==> src/rtl/irr_pkg.sv <==
package irr_pkg;

    localparam int SEL_W      = 8;
    localparam int IDX_W      = 7;
    localparam logic [7:0] OFS_SELECT = 8'h00;
    localparam logic [7:0] OFS_WINDOW = 8'h10;
    localparam logic [7:0] SEL_IDENT  = 8'h00;
    localparam logic [7:0] SEL_VERS   = 8'h01;
    localparam logic [7:0] SEL_ARBIT  = 8'h02;
    localparam logic [7:0] SEL_TABLE0 = 8'h10;

    // bit positions inside one 64-bit entry
    localparam int B_STAT = 12;
    localparam int B_IRR  = 14;
    localparam int B_TRIG = 15;
    localparam int B_MASK = 16;

    localparam logic [63:0] ENTRY_RESET = 64'h0000_0000_0001_0000;

    typedef enum logic [2:0] {
        WK_NONE,
        WK_IDENT,
        WK_VERS,
        WK_ARBIT,
        WK_TABLE
    } win_kind_e;

    typedef struct packed {
        logic [SEL_W-1:0] sel;
        logic [3:0]       id;
        logic [31:0]      rdata;
    } top_state_t;

    typedef struct packed {
        logic [63:0] ent;
        logic        dlv;
    } entry_state_t;

endpackage

==> src/rtl/irr_sel_decode.sv <==
module irr_sel_decode
    import irr_pkg::*;
#(
    parameter int NPINS = 24
) (
    input  logic [SEL_W-1:0] sel,
    output win_kind_e        kind,
    output logic [IDX_W-1:0] idx,
    output logic             upper
);
    logic [SEL_W-1:0] offset;

    always_comb begin
        offset = sel - SEL_TABLE0;
        idx    = offset[SEL_W-1:1];
        upper  = sel[0];
        if (sel == SEL_IDENT)
            kind = WK_IDENT;
        else if (sel == SEL_VERS)
            kind = WK_VERS;
        else if (sel == SEL_ARBIT)
            kind = WK_ARBIT;
        else if (sel >= SEL_TABLE0 && int'(idx) < NPINS)
            kind = WK_TABLE;
        else
            kind = WK_NONE;
    end
endmodule

==> src/rtl/irr_entry.sv <==
module irr_entry
    import irr_pkg::*;
(
    input  logic        clk,
    input  logic        rst_n,
    input  logic        wr_lo,
    input  logic        wr_hi,
    input  logic [31:0] wdata,
    input  logic        line,
    input  logic        irr_set,
    input  logic        irr_clr,
    input  logic        stat_set,
    input  logic        stat_clr,
    output logic [63:0] entry_o,
    output logic        deliver_o
);
    entry_state_t st_d, st_q;
    logic irr_hw;
    logic stat_hw;

    always_comb begin
        st_d     = st_q;
        st_d.dlv = 1'b0;

        // hardware-owned flags: clear beats set
        irr_hw  = irr_clr  ? 1'b0 : (irr_set  ? 1'b1 : st_q.ent[B_IRR]);
        stat_hw = stat_clr ? 1'b0 : (stat_set ? 1'b1 : st_q.ent[B_STAT]);
        st_d.ent[B_IRR]  = irr_hw;
        st_d.ent[B_STAT] = stat_hw;

        if (wr_hi)
            st_d.ent[63:32] = wdata;

        if (wr_lo) begin
            st_d.ent[31:0]   = wdata;
            st_d.ent[B_STAT] = 1'b0;
            st_d.ent[B_IRR]  = irr_hw;
            if (st_d.ent[B_TRIG] && !st_d.ent[B_MASK] && !irr_hw && line) begin
                st_d.ent[B_IRR] = 1'b1;
                st_d.dlv        = 1'b1;
            end
        end
    end

    always_ff @(posedge clk) begin
        if (!rst_n) begin
            st_q.ent <= ENTRY_RESET;
            st_q.dlv <= 1'b0;
        end else begin
            st_q <= st_d;
        end
    end

    assign entry_o   = st_q.ent;
    assign deliver_o = st_q.dlv;

    assert_lowwr_stat_R7: assert property (@(posedge clk) disable iff (!rst_n)
        wr_lo |=> !entry_o[B_STAT]);

    assert_lowwr_irr_kept_R7: assert property (@(posedge clk) disable iff (!rst_n)
        (wr_lo && !irr_set && !irr_clr) |=>
            (entry_o[B_IRR] == $past(entry_o[B_IRR])) || deliver_o);

    assert_deliver_irr_R9: assert property (@(posedge clk) disable iff (!rst_n)
        deliver_o |-> entry_o[B_IRR]);

    assert_deliver_level_R9: assert property (@(posedge clk) disable iff (!rst_n)
        deliver_o |-> (entry_o[B_TRIG] && !entry_o[B_MASK] && $past(wr_lo)));

    assert_clr_wins_R10: assert property (@(posedge clk) disable iff (!rst_n)
        (irr_clr && !wr_lo) |=> !entry_o[B_IRR]);
endmodule

==> src/rtl/irr_read_mux.sv <==
module irr_read_mux
    import irr_pkg::*;
#(
    parameter int          NPINS   = 24,
    parameter logic [7:0]  VERSION = 8'h11
) (
    input  win_kind_e        kind,
    input  logic [IDX_W-1:0] idx,
    input  logic             upper,
    input  logic [3:0]       id,
    input  logic [63:0]      table_i [NPINS],
    output logic [31:0]      value
);
    localparam logic [7:0] MAX_PIN = 8'(NPINS - 1);

    logic [63:0] picked;

    always_comb begin
        picked = '0;
        for (int i = 0; i < NPINS; i++) begin
            if (int'(idx) == i)
                picked = table_i[i];
        end
        case (kind)
            WK_IDENT, WK_ARBIT: value = {4'b0, id, 24'b0};
            WK_VERS:            value = {8'b0, MAX_PIN, 8'b0, VERSION};
            WK_TABLE:           value = upper ? picked[63:32] : picked[31:0];
            default:            value = '0;
        endcase
    end
endmodule

==> src/rtl/irr_redir_regs.sv <==
module irr_redir_regs
    import irr_pkg::*;
#(
    parameter int         NPINS   = 24,
    parameter logic [7:0] VERSION = 8'h11
) (
    input  logic                clk,
    input  logic                rst_n,
    input  logic [7:0]          bus_addr,
    input  logic                bus_wr,
    input  logic                bus_rd,
    input  logic [31:0]         bus_wdata,
    output logic [31:0]         bus_rdata,
    input  logic [NPINS-1:0]    line_level,
    input  logic [NPINS-1:0]    irr_set,
    input  logic [NPINS-1:0]    irr_clr,
    input  logic [NPINS-1:0]    stat_set,
    input  logic [NPINS-1:0]    stat_clr,
    output logic [64*NPINS-1:0] entries,
    output logic [NPINS-1:0]    deliver
);
    top_state_t       st_d, st_q;
    win_kind_e        kind;
    logic [IDX_W-1:0] idx;
    logic             upper;
    logic [31:0]      win_val;
    logic [63:0]      tbl [NPINS];
    logic             hit_sel;
    logic             hit_win;
    logic             tbl_wr;

    assign hit_sel = (bus_addr == OFS_SELECT);
    assign hit_win = (bus_addr == OFS_WINDOW);
    assign tbl_wr  = bus_wr && hit_win && (kind == WK_TABLE);

    irr_sel_decode #(.NPINS(NPINS)) u_dec (
        .sel   (st_q.sel),
        .kind  (kind),
        .idx   (idx),
        .upper (upper)
    );

    irr_read_mux #(.NPINS(NPINS), .VERSION(VERSION)) u_mux (
        .kind    (kind),
        .idx     (idx),
        .upper   (upper),
        .id      (st_q.id),
        .table_i (tbl),
        .value   (win_val)
    );

    for (genvar p = 0; p < NPINS; p++) begin : g_pin
        logic pick;
        assign pick = tbl_wr && (int'(idx) == p);
        irr_entry u_ent (
            .clk       (clk),
            .rst_n     (rst_n),
            .wr_lo     (pick && !upper),
            .wr_hi     (pick && upper),
            .wdata     (bus_wdata),
            .line      (line_level[p]),
            .irr_set   (irr_set[p]),
            .irr_clr   (irr_clr[p]),
            .stat_set  (stat_set[p]),
            .stat_clr  (stat_clr[p]),
            .entry_o   (tbl[p]),
            .deliver_o (deliver[p])
        );
        assign entries[64*p +: 64] = tbl[p];
    end

    always_comb begin
        st_d = st_q;
        if (bus_wr && hit_sel)
            st_d.sel = bus_wdata[SEL_W-1:0];
        if (bus_wr && hit_win && kind == WK_IDENT)
            st_d.id = bus_wdata[27:24];
        if (bus_rd) begin
            if (hit_sel)
                st_d.rdata = {{(32-SEL_W){1'b0}}, st_q.sel};
            else if (hit_win)
                st_d.rdata = win_val;
            else
                st_d.rdata = '0;
        end
    end

    always_ff @(posedge clk) begin
        if (!rst_n)
            st_q <= '0;
        else
            st_q <= st_d;
    end

    assign bus_rdata = st_q.rdata;

    assert_other_offset_zero_R1: assert property (@(posedge clk) disable iff (!rst_n)
        (bus_rd && !hit_sel && !hit_win) |=> (bus_rdata == 32'h0));

    assert_version_read_R2: assert property (@(posedge clk) disable iff (!rst_n)
        (bus_rd && hit_win && st_q.sel == SEL_VERS) |=>
            (bus_rdata == {8'b0, 8'(NPINS - 1), 8'b0, VERSION}));

    assert_id_stable_R3: assert property (@(posedge clk) disable iff (!rst_n)
        !(bus_wr && hit_win && st_q.sel == SEL_IDENT) |=> $stable(st_q.id));

    assert_range_zero_R5: assert property (@(posedge clk) disable iff (!rst_n)
        (bus_rd && hit_win && st_q.sel >= SEL_TABLE0 && kind == WK_NONE) |=>
            (bus_rdata == 32'h0));
endmodule

==> config.mk <==
export PLATFORM = sky130hd
export DESIGN_NAME = irr_redir_regs
export DESIGN_NICKNAME = d
export VERILOG_FILES = /design/src/rtl/irr_pkg.sv /design/src/rtl/irr_sel_decode.sv /design/src/rtl/irr_entry.sv /design/src/rtl/irr_read_mux.sv /design/src/rtl/irr_redir_regs.sv
export SDC_FILE = /design/constraint.sdc
export NUM_CORES = 2
export LEC_CHECK = 0
export CAP_MARGIN = 20
export CORE_AREA = 5 5 686 688
export CTS_CLUSTER_DIAMETER = 200
export DETAILED_ROUTE_END_ITERATION = 8
export DIE_AREA = 0 0 691 693
export DONT_BUFFER_PORTS = 1
export PLACE_DENSITY = 0.38
export SYNTH_ARGS = -nofsm -noshare
export SYNTH_HDL_FRONTEND = slang
export SYNTH_SLANG_ARGS = --single-unit
export TNS_END_PERCENT = 1
==> constraint.sdc <==
create_clock -name clk -period 5.3 [get_ports clk]
set_input_delay 0.265 -clock clk [delete_from_list [all_inputs] [get_ports clk]]
set_output_delay 0.265 -clock clk [all_outputs]
set_load 0.05 [all_outputs]
==> impl_results.md <==
- Switching share of total power: 26.61%
- EDFF count, synth: 0
- Number of global-route vias before repair: 65700
- Total Die Area: 478900 um^2
- CTS tree: built
- Clock share of power: 54.5%
- Nets@finish: 8308
- Via count: 73860
- PwrDens: 334.4 nW/um^2
- Top-level I/O count: 1756
- #FFs+latches synth: 1604
- CORE AREA: 462900 um^2
- Final Hold Viols: 0
- Synth async-reset ratio: 0%
- Post-route DRC: 0
- RD Place Congestion: 0.9082
- Syn Area/Cell: 8.385 um^2
- # port buffers: 0
- Gr usage total: 31.05%
- Worst-path clk slew: 0.07 ns
- Crit-path max FO: 14
- Final antenna-violating net count: 0
- Multi-input gate area in the final layout: 33070 um^2
- Layout cell share with drive strength beyond 1: 14.26%
- Antenna violations before repair: 129
- Commonest non-fill, non-tap cell in the layout: nand2_1
- Logic pwr share: 4.3%
- Final WL: 781700 um
- Max Cap Viol: 0
- Post-Syn Instances: 8076
- Worst path cell trace: inv_1, ha_4, or4b_2, nor2_4, buf_4, a21oi_1, o211ai_1, o21ai_1, a22oi_1
- Initial Utilization: 14.63%
- Sw power: 7.873 mW
- FF/Latch Area: 32130 um^2
- Sequential area share after synthesis: 47.42%
- Max Clk Rate: 0.1908 GHz
- Initial drt markers: 11930
- R2R cell count: 9
- Seq pwr share: 41.2%
- Gr ovfl total: 0
- Fin crit period: 5.240 ns
- Critical path class: register to register
- Post-route insts no fill: 14560
- Hold depth: 2
- Via-per-instance ratio: 5.073
- CP peak stage delay: 1.00 ns
- Synth area leader: dfxtp_1
- Worst setup EP type: register
- Clock Root Buffer: clkbuf_16
- Layout overhead on the synthesized area: 30.67%
- Clk sinks: 1604
- Critical-path top delay cell: o211ai_1
- Area contributors post-synth: dfxtp_1 (47%), nand2_1 (12%), a21oi_1 (8.4%), a22o_1 (7.5%), clkbuf_1 (3.0%)
- H-Tree Depth: 4
- Outcome: complete, no violations
- Synth top area share: 47.42%
- HPWL after DPL: 593000 um
- First-pass GRT wire length: 948000 um
- Synth cell types: 90
- FP Rows: 250
- Count of final setup violators: 0
- Max Root-Sink Buffers: 4
- Internal power: 21.72 mW
- Hold WC Path Type: input port to register
- Total CTS buffers: 218
- Leakage power: 28.40 nW
- Worst vdd ir: 0.0002699 V
- # fillers: 51350
- Placed Cells: 13800
- DR WL/cell: 53.69 um
- Mapped cell area: 67710 um^2
- Syn Nets: 8242
- Arrival time worst endpoint: 6.12 ns
- Crit share post-route: 98.88%
- Die boundary width: 691 um
- Fin worst setup slack: 0.05961 ns
- Drt pass-1 iters: 6
- Pins over their slew limit: 0
- Setup crit start kind: register
- R2R Setup Slk: 0.06 ns
- Unrepaired setup endpoints after global routing: no
- Worst slack at placement: 0.01898 ns
- Die H: 693 um
- Pin count of the biggest net entering global routing: 154
- Worst-Skew Late Latency: 0.99 ns
- Worst-case clock skew: 0.08995 ns
- CP required: 6.18 ns
- Primary FF master, synth: dfxtp_1
- Slew headroom: 8.361%
- Commonest non-fill, non-tap cells in the layout: nand2_1 (2064), dfxtp_1 (1598), a21oi_1 (1113)
- Synth warn: 0
- Worst-margin pin slew: 1.375 ns
-- power by group through the flow --
stage	logic (mW)	clock network, mW	registers (mW)
2_1_floorplan	0.371	0	12.4
3_3_place_gp	0.465	0	12.5
3_5_place_dp	0.482	0	12.5
4_1_cts	1.25	16.3	12.2
5_1_grt	1.25	16.7	12.2
6_report	1.28	16.1	12.2
-- cell usage after synthesis, types with 11 or more instances --
master        n
nand4_1      31
o22ai_1      65
a21o_1       17
buf_4        57
mux4_2       44
nor4_1       15
o31ai_1      11
a31oi_1      26
nand2b_1     12
a32oi_1      14
buf_1        37
a211oi_1     49
nor3_1       86
a2bb2oi_1    12
a21oi_1    1132
buf_2       261
clkbuf_1    540
o2bb2ai_1    30
a22oi_1     106
a211o_1      14
inv_1        15
o21ai_0     221
a222oi_1     22
a22o_1      578
mux2_2       52
o221ai_1     34
nor2_1      201
or3_1        13
nor2_2       20
and4_1       24
nand2_1    2094
a221o_1      35
a221oi_1     84
a2111oi_0    11
dfxtp_1    1604
nor2b_1      21
nand3_1      83
and3_1       18
o211ai_1     41
o21a_1       15
o21bai_1     41
mux2i_1     148
-- area by class of cell --
class	instances	share of cell area, %
multi-input cells	5558	37.38
diodes	71	0.2008
clock buffers	316	7.185
flip-flops and latches	1604	36.31
repair buffers	742	8.814
well taps	6174	8.731
inverters	18	0.1018
clock inverters	77	1.280
-- what timing repair did --
item | 4_1_cts | 5_1_grt
endpoints found under the setup margin | 2 | 2
gates resized for setup | 2 | 0
hold buffers | 278 | 0
pin swaps | 0 | 2
setup buffers | 0 | 2
endpoints found under the hold margin | 1594 | 0
-- critical path: cells and delay by family (launching register included) --
kind,cells,cell delay (ns)
AO/OA/AOI/OAI,4,2.16
flip-flops,1,0.48
buffers and inverters,2,0.55
adder cells (fa/ha/maj),1,0.33
AND/OR/NAND/NOR,2,1.60
-- path summary, 6_finish.rpt --
check,to,from
worst max-delay path,bus_rdata[31],st_q[40]
worst min-delay path,g_pin[17].u_ent.deliver_o,line_level[17]
worst max register to register,bus_rdata[31],st_q[40]
worst min register to register,g_pin[19].u_ent.entry_o[33],g_pin[19].u_ent.entry_o[33]
-- kinds of logic (layout without fill, tap and decap cells) --
kind of cell	count (synthesis)	count (layout)	share of synthesized area (%)
mux	244	244	4.516
compound gates	2636	2636	25.90
fa+ha+maj	2	2	0.03695
simple gates	2673	2673	16.21
other cells	0	71	0
flops	1604	1604	47.42
xor+xnor	3	3	0.04990
buf+inv	914	1153	5.867
-- through the flow --
stage	utilization [%]	instance area [um^2]	power (mW)	hold WS (ns)	setup TNS, ns
after floorplan	-	67710	12.79	0.3411	0
after global placement	16.49	76340	12.92	0.3415	-0.4892
after detailed placement	16.67	77180	12.94	0.3433	0
after CTS	19.02	88060	29.76	0.003676	0
after global routing	19.08	88350	30.18	0.04715	0
final	19.11	88480	29.59	0.08054	0
-- sequential cells by signal, summed over array words and instances (netlist names) --
signal,cells
g_pin.u_ent.deliver_o,24
st_q,12
g_pin.u_ent.entry_o,1536
bus_rdata,32
-- metal layers --
metal / GRT usage, % / up-vias / wire length (um)
li1: - / 29030 / -
met1: 35.63 / 38440 / 291000
met2: 50.21 / 5262 / 355900
met3: 12.24 / 1097 / 87610
met4: 15.18 / 22 / 47080
met5: 0 / - / 151
Power figures use the tool's default switching activity.
